### src/rtl/hcr_pkg.sv
package hcr_pkg;

   typedef enum logic [1:0] {
      SZ_BYTE = 2'd0,
      SZ_WORD = 2'd1,
      SZ_LONG = 2'd2,
      SZ_NONE = 2'd3
   } acc_size_e;

   typedef enum logic [3:0] {
      RS_FILL_B,
      RS_FILL_W,
      RS_FILL_L,
      RS_CMD,
      RS_STS,
      RS_IEN,
      RS_FRN,
      RS_FLB,
      RS_SOF,
      RS_PORT
   } rd_src_e;

   localparam logic [4:0] OFS_CMD = 5'h00;
   localparam logic [4:0] OFS_STS = 5'h02;
   localparam logic [4:0] OFS_IEN = 5'h04;
   localparam logic [4:0] OFS_FRN = 5'h06;
   localparam logic [4:0] OFS_FLB = 5'h08;
   localparam logic [4:0] OFS_SOF = 5'h0C;

   localparam int STS_W   = 6;
   localparam int STB_INT = 0;
   localparam int STB_ERR = 1;
   localparam int STB_RES = 2;
   localparam int STB_HSE = 3;
   localparam int STB_PRE = 4;
   localparam int STB_HLT = 5;

   localparam int EV_W     = 6;
   localparam int EV_DONE  = 0;
   localparam int EV_SHORT = 1;
   localparam int EV_ERR   = 2;
   localparam int EV_RES   = 3;
   localparam int EV_HSE   = 4;
   localparam int EV_PRE   = 5;

   localparam int CMD_W = 16;

   typedef struct packed {
      logic cmd;
      logic sts;
      logic ien;
      logic frn;
      logic flb;
      logic sof;
   } wr_strb_t;

   function automatic logic irq_eval(input logic [STS_W-1:0] sts,
                                     input logic [1:0]       cause,
                                     input logic [CMD_W-1:0] ien);
      return (cause[0] & ien[2]) | (cause[1] & ien[3]) |
             (sts[STB_ERR] & ien[0]) | (sts[STB_RES] & ien[1]) |
             sts[STB_HSE] | sts[STB_PRE];
   endfunction

endpackage

### src/rtl/hcr_decode.sv
module hcr_decode
   import hcr_pkg::*;
#(
   parameter int ADDR_W    = 16,
   parameter int NUM_PORTS = 2
) (
   input  logic              acc_en,
   input  logic              acc_wr,
   input  logic [1:0]        acc_size,
   input  logic [ADDR_W-1:0] acc_addr,
   output wr_strb_t          wstrb,
   output rd_src_e           rsel,
   output logic              rd_act,
   output logic              port_sel_o,
   output logic [2:0]        port_idx_o
);

   localparam logic [2:0] PORT_LIM = 3'(NUM_PORTS);

   logic [4:0]  ofs;
   logic [2:0]  pidx;
   logic        idx_ok;
   logic        port_hit;
   logic        wr_act;
   acc_size_e   sz;
   logic        unused_addr;

   assign ofs         = acc_addr[4:0];
   assign pidx        = ofs[3:1];
   assign sz          = acc_size_e'(acc_size);
   assign unused_addr = ^acc_addr;

   generate
      if (NUM_PORTS >= 8) begin : g_all_ports
         assign idx_ok = 1'b1;
      end else begin : g_some_ports
         assign idx_ok = (pidx < PORT_LIM);
      end
   endgenerate

   assign port_hit = ofs[4] && idx_ok && (sz == SZ_WORD);

   always_comb begin
      rsel = RS_FILL_L;
      unique case (sz)
         SZ_BYTE: rsel = (ofs == OFS_SOF) ? RS_SOF : RS_FILL_B;
         SZ_WORD: begin
            if (port_hit)            rsel = RS_PORT;
            else if (ofs == OFS_CMD) rsel = RS_CMD;
            else if (ofs == OFS_STS) rsel = RS_STS;
            else if (ofs == OFS_IEN) rsel = RS_IEN;
            else if (ofs == OFS_FRN) rsel = RS_FRN;
            else                     rsel = RS_FILL_W;
         end
         SZ_LONG: rsel = (ofs == OFS_FLB) ? RS_FLB : RS_FILL_L;
         default: rsel = RS_FILL_L;
      endcase
   end

   assign wr_act    = acc_en && acc_wr;
   assign rd_act    = acc_en && !acc_wr;
   assign wstrb.cmd = wr_act && (rsel == RS_CMD);
   assign wstrb.sts = wr_act && (rsel == RS_STS);
   assign wstrb.ien = wr_act && (rsel == RS_IEN);
   assign wstrb.frn = wr_act && (rsel == RS_FRN);
   assign wstrb.flb = wr_act && (rsel == RS_FLB);
   assign wstrb.sof = wr_act && (rsel == RS_SOF);

   assign port_sel_o = acc_en && port_hit;
   assign port_idx_o = pidx;

   always_comb begin
      if (port_sel_o) begin
         AST_PORT_WINDOW: assert (acc_addr[4] && acc_size == 2'd1);
      end
      AST_ONE_STROBE: assert ($onehot0(wstrb));
   end

endmodule

### src/rtl/hcr_ctrl.sv
module hcr_ctrl
   import hcr_pkg::*;
(
   input  logic             clk,
   input  logic             rst_n,
   input  logic             cmd_w,
   input  logic             sts_w,
   input  logic             ien_w,
   input  logic [CMD_W-1:0] wdata,
   input  logic [EV_W-1:0]  evt_set,
   output logic             soft_rst,
   output logic [CMD_W-1:0] cmd_q,
   output logic [STS_W-1:0] sts_q,
   output logic [CMD_W-1:0] ien_q,
   output logic             irq_o,
   output logic             start_o,
   output logic             hc_rst_o,
   output logic             bus_rst_o
);

   logic [CMD_W-1:0] cmd_n;
   logic [STS_W-1:0] sts_n;
   logic [CMD_W-1:0] ien_n;
   logic [1:0]       cause_q;
   logic [1:0]       cause_n;
   logic             start_n;

   assign soft_rst = cmd_w && (wdata[1] || wdata[2]);

   always_comb begin
      cmd_n   = cmd_q;
      sts_n   = sts_q;
      ien_n   = ien_q;
      cause_n = cause_q;
      start_n = 1'b0;

      if (cmd_w) begin
         if (wdata[0] && !cmd_q[0]) begin
            start_n        = 1'b1;
            sts_n[STB_HLT] = 1'b0;
         end else if (!wdata[0]) begin
            sts_n[STB_HLT] = 1'b1;
         end
         cmd_n = wdata;
      end

      if (sts_w) begin
         sts_n = sts_n & ~wdata[STS_W-1:0];
         if (wdata[STB_INT]) cause_n = 2'b00;
      end

      if (ien_w) ien_n = wdata;

      cause_n[0]     = cause_n[0] | evt_set[EV_DONE];
      cause_n[1]     = cause_n[1] | evt_set[EV_SHORT];
      sts_n[STB_INT] = sts_n[STB_INT] | evt_set[EV_DONE] | evt_set[EV_SHORT];
      sts_n[STB_ERR] = sts_n[STB_ERR] | evt_set[EV_ERR];
      sts_n[STB_RES] = sts_n[STB_RES] | evt_set[EV_RES];
      sts_n[STB_HSE] = sts_n[STB_HSE] | evt_set[EV_HSE];
      sts_n[STB_PRE] = sts_n[STB_PRE] | evt_set[EV_PRE];

      if (soft_rst) begin
         cmd_n   = '0;
         sts_n   = '0;
         ien_n   = '0;
         cause_n = '0;
         start_n = 1'b0;
      end
   end

   always_ff @(posedge clk or negedge rst_n) begin
      if (!rst_n) begin
         cmd_q     <= '0;
         sts_q     <= '0;
         ien_q     <= '0;
         cause_q   <= '0;
         irq_o     <= 1'b0;
         start_o   <= 1'b0;
         hc_rst_o  <= 1'b0;
         bus_rst_o <= 1'b0;
      end else begin
         cmd_q     <= cmd_n;
         sts_q     <= sts_n;
         ien_q     <= ien_n;
         cause_q   <= cause_n;
         irq_o     <= irq_eval(sts_n, cause_n, ien_n);
         start_o   <= start_n;
         hc_rst_o  <= soft_rst && !wdata[2];
         bus_rst_o <= cmd_w && wdata[2];
      end
   end

   AST_IRQ_TRACKS_STATE: assert property (@(posedge clk) disable iff (!rst_n)
      irq_o == irq_eval(sts_q, cause_q, ien_q));

   AST_SOFT_RESET_CLEARS: assert property (@(posedge clk) disable iff (!rst_n)
      soft_rst |=> (cmd_q == '0 && sts_q == '0 && ien_q == '0 && cause_q == 2'b00));

   AST_RESET_PULSE_EXCL: assert property (@(posedge clk) disable iff (!rst_n)
      $onehot0({hc_rst_o, bus_rst_o}));

   AST_SET_BEATS_CLEAR: assert property (@(posedge clk) disable iff (!rst_n)
      (evt_set[EV_HSE] && !soft_rst) |=> sts_q[STB_HSE]);

   AST_CAUSE_CLEARED: assert property (@(posedge clk) disable iff (!rst_n)
      (sts_w && wdata[STB_INT] && !evt_set[EV_DONE] && !evt_set[EV_SHORT])
      |=> cause_q == 2'b00);

   AST_START_UNHALTS: assert property (@(posedge clk) disable iff (!rst_n)
      start_o |-> (!sts_q[STB_HLT] && cmd_q[0]));

   AST_STOP_HALTS: assert property (@(posedge clk) disable iff (!rst_n)
      (cmd_w && !wdata[0] && !soft_rst) |=> sts_q[STB_HLT]);

endmodule

### src/rtl/hcr_frame_regs.sv
module hcr_frame_regs #(
   parameter int          FRN_W     = 11,
   parameter int          FLB_ALIGN = 12,
   parameter logic [7:0]  SOF_RST   = 8'd64
) (
   input  logic             clk,
   input  logic             rst_n,
   input  logic             frn_w,
   input  logic             flb_w,
   input  logic             sof_w,
   input  logic             soft_rst,
   input  logic             halted,
   input  logic [31:0]      wdata,
   output logic [FRN_W-1:0] frn_q,
   output logic [31:0]      flb_q,
   output logic [7:0]       sof_q
);

   localparam logic [31:0] FLB_MASK = ~((32'd1 << FLB_ALIGN) - 32'd1);

   logic [31:0] flb_in;

   generate
      if (FLB_ALIGN == 0) begin : g_no_align
         assign flb_in = wdata;
      end else begin : g_align
         assign flb_in = wdata & FLB_MASK;
      end
   endgenerate

   always_ff @(posedge clk or negedge rst_n) begin
      if (!rst_n) begin
         frn_q <= '0;
      end else if (frn_w && halted) begin
         frn_q <= wdata[FRN_W-1:0];
      end
   end

   always_ff @(posedge clk or negedge rst_n) begin
      if (!rst_n) begin
         flb_q <= '0;
         sof_q <= SOF_RST;
      end else if (soft_rst) begin
         flb_q <= '0;
         sof_q <= SOF_RST;
      end else begin
         if (flb_w) flb_q <= flb_in;
         if (sof_w) sof_q <= wdata[7:0];
      end
   end

   AST_FRAME_HOLD: assert property (@(posedge clk) disable iff (!rst_n)
      !(frn_w && halted) |=> $stable(frn_q));

   AST_SOF_DEFAULT: assert property (@(posedge clk) disable iff (!rst_n)
      soft_rst |=> (sof_q == SOF_RST && flb_q == '0));

   AST_BASE_SETTLES: assert property (@(posedge clk) disable iff (!rst_n)
      (flb_w && !soft_rst) |=> flb_q[31:FLB_ALIGN] == $past(wdata[31:FLB_ALIGN]));

endmodule

### src/rtl/hcr_rdmux.sv
module hcr_rdmux
   import hcr_pkg::*;
#(
   parameter int FRN_W = 11
) (
   input  rd_src_e          rsel,
   input  logic             rd_act,
   input  logic [CMD_W-1:0] cmd_q,
   input  logic [STS_W-1:0] sts_q,
   input  logic [CMD_W-1:0] ien_q,
   input  logic [FRN_W-1:0] frn_q,
   input  logic [31:0]      flb_q,
   input  logic [7:0]       sof_q,
   input  logic [15:0]      port_rdata_i,
   output logic [31:0]      acc_rdata
);

   logic [31:0] val;

   always_comb begin
      unique case (rsel)
         RS_FILL_B: val = 32'h0000_00FF;
         RS_FILL_W: val = 32'h0000_FF7F;
         RS_CMD:    val = 32'(cmd_q);
         RS_STS:    val = 32'(sts_q);
         RS_IEN:    val = 32'(ien_q);
         RS_FRN:    val = 32'(frn_q);
         RS_FLB:    val = flb_q;
         RS_SOF:    val = 32'(sof_q);
         RS_PORT:   val = 32'(port_rdata_i);
         default:   val = 32'hFFFF_FFFF;
      endcase
   end

   assign acc_rdata = rd_act ? val : 32'h0;

endmodule

### src/rtl/hcr_regbank.sv
module hcr_regbank
   import hcr_pkg::*;
#(
   parameter int         ADDR_W    = 16,
   parameter int         NUM_PORTS = 2,
   parameter int         FRN_W     = 11,
   parameter int         FLB_ALIGN = 12,
   parameter logic [7:0] SOF_RST   = 8'd64
) (
   input  logic              clk,
   input  logic              rst_n,
   input  logic              acc_en,
   input  logic              acc_wr,
   input  logic [1:0]        acc_size,
   input  logic [ADDR_W-1:0] acc_addr,
   input  logic [31:0]       acc_wdata,
   output logic [31:0]       acc_rdata,
   input  logic [5:0]        evt_set,
   input  logic [15:0]       port_rdata_i,
   output logic              port_sel_o,
   output logic [2:0]        port_idx_o,
   output logic              irq_o,
   output logic              run_o,
   output logic              start_o,
   output logic              hc_rst_o,
   output logic              bus_rst_o,
   output logic [FRN_W-1:0]  frame_num_o,
   output logic [31:0]       frame_base_o,
   output logic [7:0]        sof_o
);

   generate
      if (ADDR_W < 5) begin : g_bad_addr
         $error("ADDR_W must span the 32-byte window");
      end
      if (NUM_PORTS < 1 || NUM_PORTS > 8) begin : g_bad_ports
         $error("NUM_PORTS must be within 1..8");
      end
      if (FRN_W < 1 || FRN_W > 16) begin : g_bad_frn
         $error("FRN_W must be within 1..16");
      end
      if (FLB_ALIGN < 0 || FLB_ALIGN > 31) begin : g_bad_align
         $error("FLB_ALIGN must be within 0..31");
      end
   endgenerate

   wr_strb_t         wstrb;
   rd_src_e          rsel;
   logic             rd_act;
   logic             soft_rst;
   logic [CMD_W-1:0] cmd_q;
   logic [STS_W-1:0] sts_q;
   logic [CMD_W-1:0] ien_q;

   hcr_decode #(
      .ADDR_W    (ADDR_W),
      .NUM_PORTS (NUM_PORTS)
   ) u_decode (
      .acc_en     (acc_en),
      .acc_wr     (acc_wr),
      .acc_size   (acc_size),
      .acc_addr   (acc_addr),
      .wstrb      (wstrb),
      .rsel       (rsel),
      .rd_act     (rd_act),
      .port_sel_o (port_sel_o),
      .port_idx_o (port_idx_o)
   );

   hcr_ctrl u_ctrl (
      .clk       (clk),
      .rst_n     (rst_n),
      .cmd_w     (wstrb.cmd),
      .sts_w     (wstrb.sts),
      .ien_w     (wstrb.ien),
      .wdata     (acc_wdata[CMD_W-1:0]),
      .evt_set   (evt_set),
      .soft_rst  (soft_rst),
      .cmd_q     (cmd_q),
      .sts_q     (sts_q),
      .ien_q     (ien_q),
      .irq_o     (irq_o),
      .start_o   (start_o),
      .hc_rst_o  (hc_rst_o),
      .bus_rst_o (bus_rst_o)
   );

   hcr_frame_regs #(
      .FRN_W     (FRN_W),
      .FLB_ALIGN (FLB_ALIGN),
      .SOF_RST   (SOF_RST)
   ) u_frame (
      .clk      (clk),
      .rst_n    (rst_n),
      .frn_w    (wstrb.frn),
      .flb_w    (wstrb.flb),
      .sof_w    (wstrb.sof),
      .soft_rst (soft_rst),
      .halted   (sts_q[STB_HLT]),
      .wdata    (acc_wdata),
      .frn_q    (frame_num_o),
      .flb_q    (frame_base_o),
      .sof_q    (sof_o)
   );

   hcr_rdmux #(
      .FRN_W (FRN_W)
   ) u_rdmux (
      .rsel         (rsel),
      .rd_act       (rd_act),
      .cmd_q        (cmd_q),
      .sts_q        (sts_q),
      .ien_q        (ien_q),
      .frn_q        (frame_num_o),
      .flb_q        (frame_base_o),
      .sof_q        (sof_o),
      .port_rdata_i (port_rdata_i),
      .acc_rdata    (acc_rdata)
   );

   assign run_o = cmd_q[0];

   AST_RUN_FOLLOWS_CMD: assert property (@(posedge clk) disable iff (!rst_n)
      (wstrb.cmd && !soft_rst) |=> run_o == $past(acc_wdata[0]));

endmodule

### config.mk
export PLATFORM = sky130hd
export DESIGN_NAME = hcr_regbank
export DESIGN_NICKNAME = d
export VERILOG_FILES = /design/src/rtl/hcr_pkg.sv /design/src/rtl/hcr_decode.sv /design/src/rtl/hcr_ctrl.sv /design/src/rtl/hcr_frame_regs.sv /design/src/rtl/hcr_rdmux.sv /design/src/rtl/hcr_regbank.sv
export SDC_FILE = /design/constraint.sdc
export NUM_CORES = 1
export LEC_CHECK = 0
export CORE_MARGIN = 2
export CORE_UTILIZATION = 46
export CTS_CLUSTER_SIZE = 30
export DETAILED_ROUTE_END_ITERATION = 7
export PLACE_DENSITY = 0.81
export SYNTH_ARGS = -nofsm -noshare
export SYNTH_HDL_FRONTEND = slang
export SYNTH_HIERARCHICAL = 1
export SYNTH_SLANG_ARGS = --single-unit
### constraint.sdc
create_clock -name clk -period 5 [get_ports clk]
set_clock_uncertainty 0.15 [all_clocks]
set_input_delay 1.5 -clock clk [delete_from_list [all_inputs] [get_ports clk]]
set_output_delay 1.5 -clock clk [all_outputs]
set_load 0.05 [all_outputs]
==> results of run 1 <==
cell type report:
cell class / instances / area [sq um]
inverter: 16 / 63.8
clock inverter: 6 / 71.3
tap: 136 / 170
timing repair buffer: 240 / 2650
clock buffer: 10 / 138
multi-input combinational: 385 / 3050
sequential: 83 / 2080
fill: 599 / 2200
where the power goes:
| group | internal [mW] | total, mW | leakage, nW | switching (mW) |
|---|---|---|---|---|
| registers | 0.722 | 0.765 | 1.09 | 0.0429 |
| logic | 0.273 | 0.606 | 2.25 | 0.332 |
| clock network | 0.249 | 0.522 | 0.0995 | 0.273 |
| total | 1.24 | 1.89 | 3.43 | 0.649 |
placed cells by master, fill, tap and decap left out, drive strengths merged, types with 5 or more instances in the layout:
cell type,Yosys,final
dfrtp,82,82
a31oi,5,5
buf,47,137
nor2,58,58
o22ai,7,7
nand3,6,6
clkbuf,3,10
nor3,7,7
nand2,53,53
clkdlybuf4s50,0,103
a21oi,40,40
mux2,11,11
mux2i,59,59
and2,5,5
nor2b,14,14
nand2b,8,8
o21ai,21,21
conb,1,12
o2bb2ai,14,14
inv,15,17
worst min path at each step:
stage                                start               end  depth (start not counted)
final                      u_ctrl/cmd_q[6]   u_ctrl/cmd_q[6]                          1
after global routing       u_ctrl/cmd_q[4]   u_ctrl/cmd_q[4]                          1
after CTS                  u_ctrl/cmd_q[6]   u_ctrl/cmd_q[6]                          1
after detailed placement   u_ctrl/cmd_q[6]   u_ctrl/cmd_q[6]                          1
after global placement    u_ctrl/cmd_q[15]  u_ctrl/cmd_q[15]                          1
after floorplan            u_ctrl/cmd_q[3]   u_ctrl/cmd_q[3]                          1
flip-flops by register name, summed over array words and instances, names as in the netlist:
register / cells
u_frame/sof_q: 8
u_ctrl/ien_q: 16
u_frame/frn_q: 11
u_ctrl/start_o: 1
u_frame/flb_q: 20
u_ctrl/cmd_q: 16
u_ctrl/sts_q: 6
u_ctrl/irq_o: 1
u_ctrl/hc_rst_o: 1
u_ctrl/bus_rst_o: 1
u_ctrl/cause_q: 2
metrics by stage:
step,TNS (ps),setup WS (ps),utilization (%),hold slack [ps],cells
after CTS,-904,-155,76.3,346,865
final,-1690,-153,78.9,351,876
after global routing,-3300,-203,78.9,366,876
after detailed placement,-18750,-639,70.0,324,830
after global placement,-15780,-554,70.0,319,830
after floorplan,-1190,-138,-,304,533
critical path: cells and delay by family:
kind	cells	cell delay (ps)
AOI/OAI and AO/OA	5	870
buffers and inverters	6	750
and+or+nand+nor	2	360
metal layers:
layer	up-vias	track usage (%)
li1	2244	-
met1	2557	38.4
met2	320	51.5
met3	78	7.78
met4	0	11.7
met5	-	0
repair_timing:
| item | in CTS | in global routing |
|---|---|---|
| endpoints found under the setup margin | 32 | 32 |
| gates resized for setup | 102 | 45 |
| setup buffers | 19 | 12 |
| cloned | 2 | 0 |
| pin swaps | 28 | 40 |
cell families after synthesis:
logic type / synth area share (%)
other: 0.0754
xor gates and xnor gates: 0.176
muxes: 15.1
AOI/OAI and AO/OA: 17.8
and+or+nand+nor: 16.8
DFF: 41.8
buffers and inverters: 8.13
==> key figures, run 1 <==
STA
  • Setup slack after layout: -153 ps
  • Final Max Slew Viols: 0
  • Final hold vios: 0
  • Fmax: between 150 and 200 MHz
  • Tmin final: ~5200 ps
  • Relative slew margins: between 20% and 30%
  • Crit share post-route: 103%
  • RSZ-0062 raised after global routing: true
  • Setup violators final: 29
  • Worst Max-Slew Pin Slew: between 1000 and 1500 ps

Clock tree
  • CTS tree: built
  • Clock Pin Slew Worst Setup and Hold Paths: around 90 ps
  • # clock sinks: 83
  • Clock Tree Root: clkbuf_8
  • CTS buffer count: 9
  • Clk buf depth: 2
  • Post-CTS Hold Fix Bufs: 0
  • # H-tree levels: 3
  • Worst skew pair latency: between 300 and 400 ps

Layout
  • Layout area overhead: 65.3%
  • Fin area: 0.00822 sq mm
  • Diode count: 0
  • Fin nets: about 800
  • Layout cells sized above 1: roughly a third

Logic synthesis
  • Synth cell types: between 60 and 70
  • Seq/Total Area, Yosys: between 40% and 50%
  • Main area contributors after synthesis: dfrtp_1 41%, mux2i_1 12%, nor2_1 4.3%
  • Top FF cell, synth: dfrtp_1
  • Synthesized area: 0.00497 sq mm
  • EDFF count, synth: 0
  • Synthesized area per cell: about 9.5 sq um
  • Area share of the largest cell type after synthesis: around two fifths
  • Asr flop ratio synth: 100%
  • Most common cell in the netlist: dfrtp_1
  • Warnings, synthesis: 6
  • Synth Register Bits: 83
  • Most frequent cells after synthesis: 82 x dfrtp_1, 59 x mux2i_1, 57 x nor2_1, 51 x nand2_1, 39 x a21oi_1
  • Synth Instances: 522
  • Cell taking the most area after synthesis: dfrtp_1

Critical path
  • Critical path class: input port to primary output
  • Crit path DAT: ~3500 ps
  • R2R Setup Slk: 3540 ps
  • CP Cell Sequence: buf_8 > buf_6 > or2b_1 > a21bo_1 > a21oi_2 > inv_2 > buf_12 > buf_6 > nand3b_1 > a21oi_2 > a311oi_2 > a21oi_4 > buf_12
  • CP Launch Type: input port
  • CP endpoint: acc_rdata[6]
  • Worst setup path start: acc_size[0]
  • Crit-path max FO: 8
  • R2r worst-path depth: 2
  • CP max stage delay: roughly 220 ps
  • RR Startpoint: u_ctrl/sts_q[5]
  • Worst path required time: 3350 ps
  • Crit path capture type: primary output
  • Worst path slowest cell: a21bo_1
  • Reg2reg end: u_frame/frn_q[5]

Floorplanning
  • Io pins: roughly 170
  • Number of cell rows: 37
  • Core Region: approximately 0.010 sq mm
  • Die width: 108 um
  • Initial Util: a little under half
  • Die Ht: 108 um
  • Die footprint: around 0.012 sq mm

Placement
  • Final RePlAce weighted congestion: between 0.8 and 0.9
  • HPWL Detailed: between 10 and 15 mm
  • Port buffer count: 144
  • Placement Cell Area: roughly 0.0073 sq mm

Run status
  • Failing checks: negative setup slack
  • Status: finished with violations

Routing
  • DRC: 0
  • Drt first pass iters: 5
  • Post-Route WL: approximately 19 mm
  • Vias: 5199
  • Routed WL per cell: roughly 21 um
  • Initial DRC Count: roughly 480
  • Via density: between 5 and 6
  • WL met3: 1.56 mm
  • Routed met1 length: just over 7 mm
  • WL met2: 9.16 mm
  • Antenna Violating Nets Remaining: 0
  • Top routing layer in use: met4

Worst hold path
  • Min-Delay Path Class: flop to flop

Run
  • Max cap viols: 0

Power
  • Overall Power: 1.89 mW
  • Leak pwr: 3.43 nW
  • Peak supply drop: slightly below 200 uV
  • Cell Pwr Density: between 200 and 250 mW/mm^2

Global route
  • Vias in the first global route: 5177
  • GRT Util Overall: 30.8%
  • Largest net degree at the start of global routing: between 80 and 90
  • First-pass GRT wire length: approximately 27 mm
  • GR Overflow Total: 0
  • Antenna violations before repair: 0
Power figures use the tool's default switching activity.
==> run 2: changes to the inputs <==
--- a/config.mk
+++ b/config.mk
@@ -10,6 +10,7 @@
 export CTS_CLUSTER_SIZE = 30
 export DETAILED_ROUTE_END_ITERATION = 7
 export PLACE_DENSITY = 0.81
+export REMOVE_ABC_BUFFERS = 1
 export SYNTH_ARGS = -nofsm -noshare
 export SYNTH_HDL_FRONTEND = slang
 export SYNTH_HIERARCHICAL = 1
==> run 2 against run 1 <==
The flow still finishes with violations (negative setup slack). Flip-flop and latch count unchanged. Register-to-register slack got worse by 40 ps. Sequential share of layout area decreased by 0.084 points. Clock power increased by 7.9%. Design area increased by 0.33%. Routed wire length increased by 21%. Combinational power increased by 3.5%. Maximum frequency decreased by 2.1%. Non-clock buffer count decreased by 2. Power increased by 3.5%.
==> key figures, run 2 (synthesis gave the netlist of run 1 again) <==
STA
  • Setup violators final: 32 (+10%)
  • RSZ-0062 raised after global routing: true
  • Setup slack after layout: -264 ps (-111 ps)
  • Final hold vios: 0 (unchanged)
  • Worst Max-Slew Pin Slew: 1100 ps (+14.3 ps)
  • Fmax: 190 MHz (-2.1%)
  • Hold slack: 353 ps (+1.46 ps)
  • Setup_tns: -4060 ps (-2380 ps)
  • Final Max Slew Viols: 0 (unchanged)
  • Relative slew margins: 26.9% (-0.95 points)
  • Crit share post-route: 105% (+2.2 points)
  • Tmin final: 5260 ps (+111 ps)

Layout
  • Fin area: 0.00825 sq mm (+0.33%)
  • Largest regs: u_frame/flb_q x20, u_ctrl/cmd_q x16, u_ctrl/ien_q x16
  • Post-route insts no fill: 875 (-0.11%)
  • Most flops, register: u_frame/flb_q
  • Layout cells sized above 1: 34.6% (+0.45 points)
  • Fin nets: 810 (-0.12%)
  • Number of flip-flops in the largest register: 20 (unchanged)
  • Diode count: 0 (unchanged)
  • Layout area overhead: 65.9%
  • Most frequent cells in the layout: 103 x clkdlybuf4s50_1, 82 x dfrtp_1, 73 x buf_4
  • Commonest non-fill, non-tap cell in the layout: clkdlybuf4s50_1
  • Post-layout util: 79.2% (+0.26 points)

Power
  • Clock share of power: 28.7% (+1.1 points)
  • Comb power frac: 32.0% (about the same)
  • Peak supply drop: 146 uV (-25%)
  • Psw: 0.686 mW (+5.7%)
  • Switching part of the total: 35.0% (+0.74 points)
  • Overall Power: 1.96 mW (+3.5%)
  • Cell Pwr Density: 238 mW/mm^2 (+3.1%)
  • Leak pwr: 3.43 nW (about the same)
  • Cell internal pwr: 1.27 mW (+2.3%)
  • Seq pwr share: 39.3% (-1.1 points)

Clock tree
  • # clock sinks: 83 (unchanged)
  • Clock Pin Slew Worst Setup and Hold Paths: 80 ps (about the same)
  • Worst skew pair latency: 380 ps (about the same)
  • CTS tree: built
  • Clock Tree Root: clkbuf_8
  • CTS buffer count: 9 (unchanged)
  • Clk buf depth: 2 (unchanged)
  • # H-tree levels: 3 (unchanged)

Routing
  • Initial DRC Count: 786 (+65%)
  • Via density: 6.49 (+9.4%)
  • Routed WL per cell: 25.8 um (+21%)
  • Post-Route WL: 22.6 mm (+21%)
  • Antenna Violating Nets Remaining: 0 (unchanged)
  • Drt first pass iters: 8 (+3)
  • DRC: 0 (unchanged)
  • Vias: 5682 (+9.3%)

Placement
  • Placed cell count: 836 (+0.72%)
  • HPWL Detailed: 11.7 mm (+0.39%)
  • Port buffer count: 144 (unchanged)
  • Setup WS pre-CTS: -652 ps (-12.7 ps)
  • Final RePlAce weighted congestion: 0.939 (+4.6%)
  • Placement Cell Area: 0.00716 sq mm (-1.9%)

Critical path
  • Critical path class: input port to primary output
  • CP Launch Type: input port
  • Kind of cell adding the most delay to the critical path: compound AO/OA/AOI/OAI gates
  • Crit path capture type: primary output
  • Crit path DAT: 3610 ps (+110 ps)
  • CP Cell Sequence: buf_8 > or2b_1 > a21bo_1 > a21oi_4 > clkinvlp_4 > buf_6 > mux2i_1 > a222oi_1 > o22ai_1 > buf_4
  • Worst path slowest cell: a222oi_1
  • Crit-path max FO: 6 (-2)
  • Worst path bufs/invs: 4 (-2)
  • Worst path required time: 3350 ps (about the same)
  • CP max stage delay: 390 ps (+170 ps)

Global route
  • GR Overflow Total: 0 (unchanged)
  • GRT Util Overall: 34.6% (+3.9 points)
  • Largest net degree at the start of global routing: 84 (unchanged)
  • First-pass GRT wire length: 30.7 mm (+12%)
  • Vias in the first global route: 5542 (+7.1%)
  • Antenna violations before repair: 0 (unchanged)

Run status
  • Failing checks: negative setup slack
  • Status: finished with violations

Run
  • Max cap viols: 0 (unchanged)

Floorplanning
  • Core Region: 0.0104 sq mm (unchanged)
  • Number of cell rows: 37 (unchanged)
  • Io pins: 168 (unchanged)
  • Initial Util: 47.7% (unchanged)
  • Die width: 108 um (unchanged)
  • Die Ht: 108 um (unchanged)
  • Die footprint: 0.0117 sq mm (unchanged)

Worst hold path
  • Min-Delay Path Class: flop to flop
==> run 2: cell count changes in the layout (fill, tap and decap cells not counted), moves of 3 or more <==
cell | previous run | this run
a21oi_4 | 14 | 18
buf_2 | 5 | 1
buf_4 | 62 | 73
buf_6 | 30 | 24
buf_8 | 4 | 1
clkbuf_1 | 0 | 3
nor2_2 | 0 | 4
==> run 2: power by group through the flow <==
stage               clock [mW]  sequential (mW)  combinational, mW
finish                   0.563            0.769              0.627
global route             0.585            0.773              0.643
CTS                      0.545            0.759              0.561
detailed placement           0            0.771              0.503
global placement             0            0.768              0.492
floorplan                    0            0.811              0.211
==> run 2: area by class of cell <==
| cell class | instances | area [sq um] |
|---|---|---|
| multi-input cells | 385 | 3110 |
| clock buffers | 12 | 135 |
| fillers | 561 | 2170 |
| repair inverters | 1 | 7.51 |
| repair buffers | 238 | 2590 |
| flip-flops and latches | 83 | 2080 |
| well taps | 136 | 170 |
| inverters | 16 | 71.3 |
| clock inverters | 4 | 75.1 |
==> run 2: path summary, 6_finish.rpt <==
kind | start | endpoint | slack (ps) | depth (start not counted)
hold / removal | u_ctrl/cmd_q[14] | u_ctrl/cmd_q[14] | 350 | 1
setup reg to reg | u_ctrl/sts_q[5] | u_frame/frn_q[5] | 3500 | 2
setup / recovery | acc_size[0] | acc_rdata[5] | -260 | 10
min in group asynchronous | rst_n | u_frame/flb_q[19] | 1170 | 1
max in group asynchronous | rst_n | u_ctrl/start_o | 2840 | 1
hold reg to reg | u_ctrl/cmd_q[14] | u_ctrl/cmd_q[14] | 350 | 1
==> run 2: what timing repair did <==
action | in CTS | in global routing
cloned | 2 | 1
resized for setup | 133 | 50
endpoints found under the setup margin | 32 | 32
pin swaps | 26 | 24
hold buffers | 0 | 0
buffers inserted | 18 | 5
==> run 2: routing by layer <==
layer	GRT usage (%)	wire, um	part of all wire (%)
met1	41.7	7990	35
met4	21.4	1600	7.1
met2	57.9	10800	48
met3	5.91	2210	9.8
met5	0	0	0
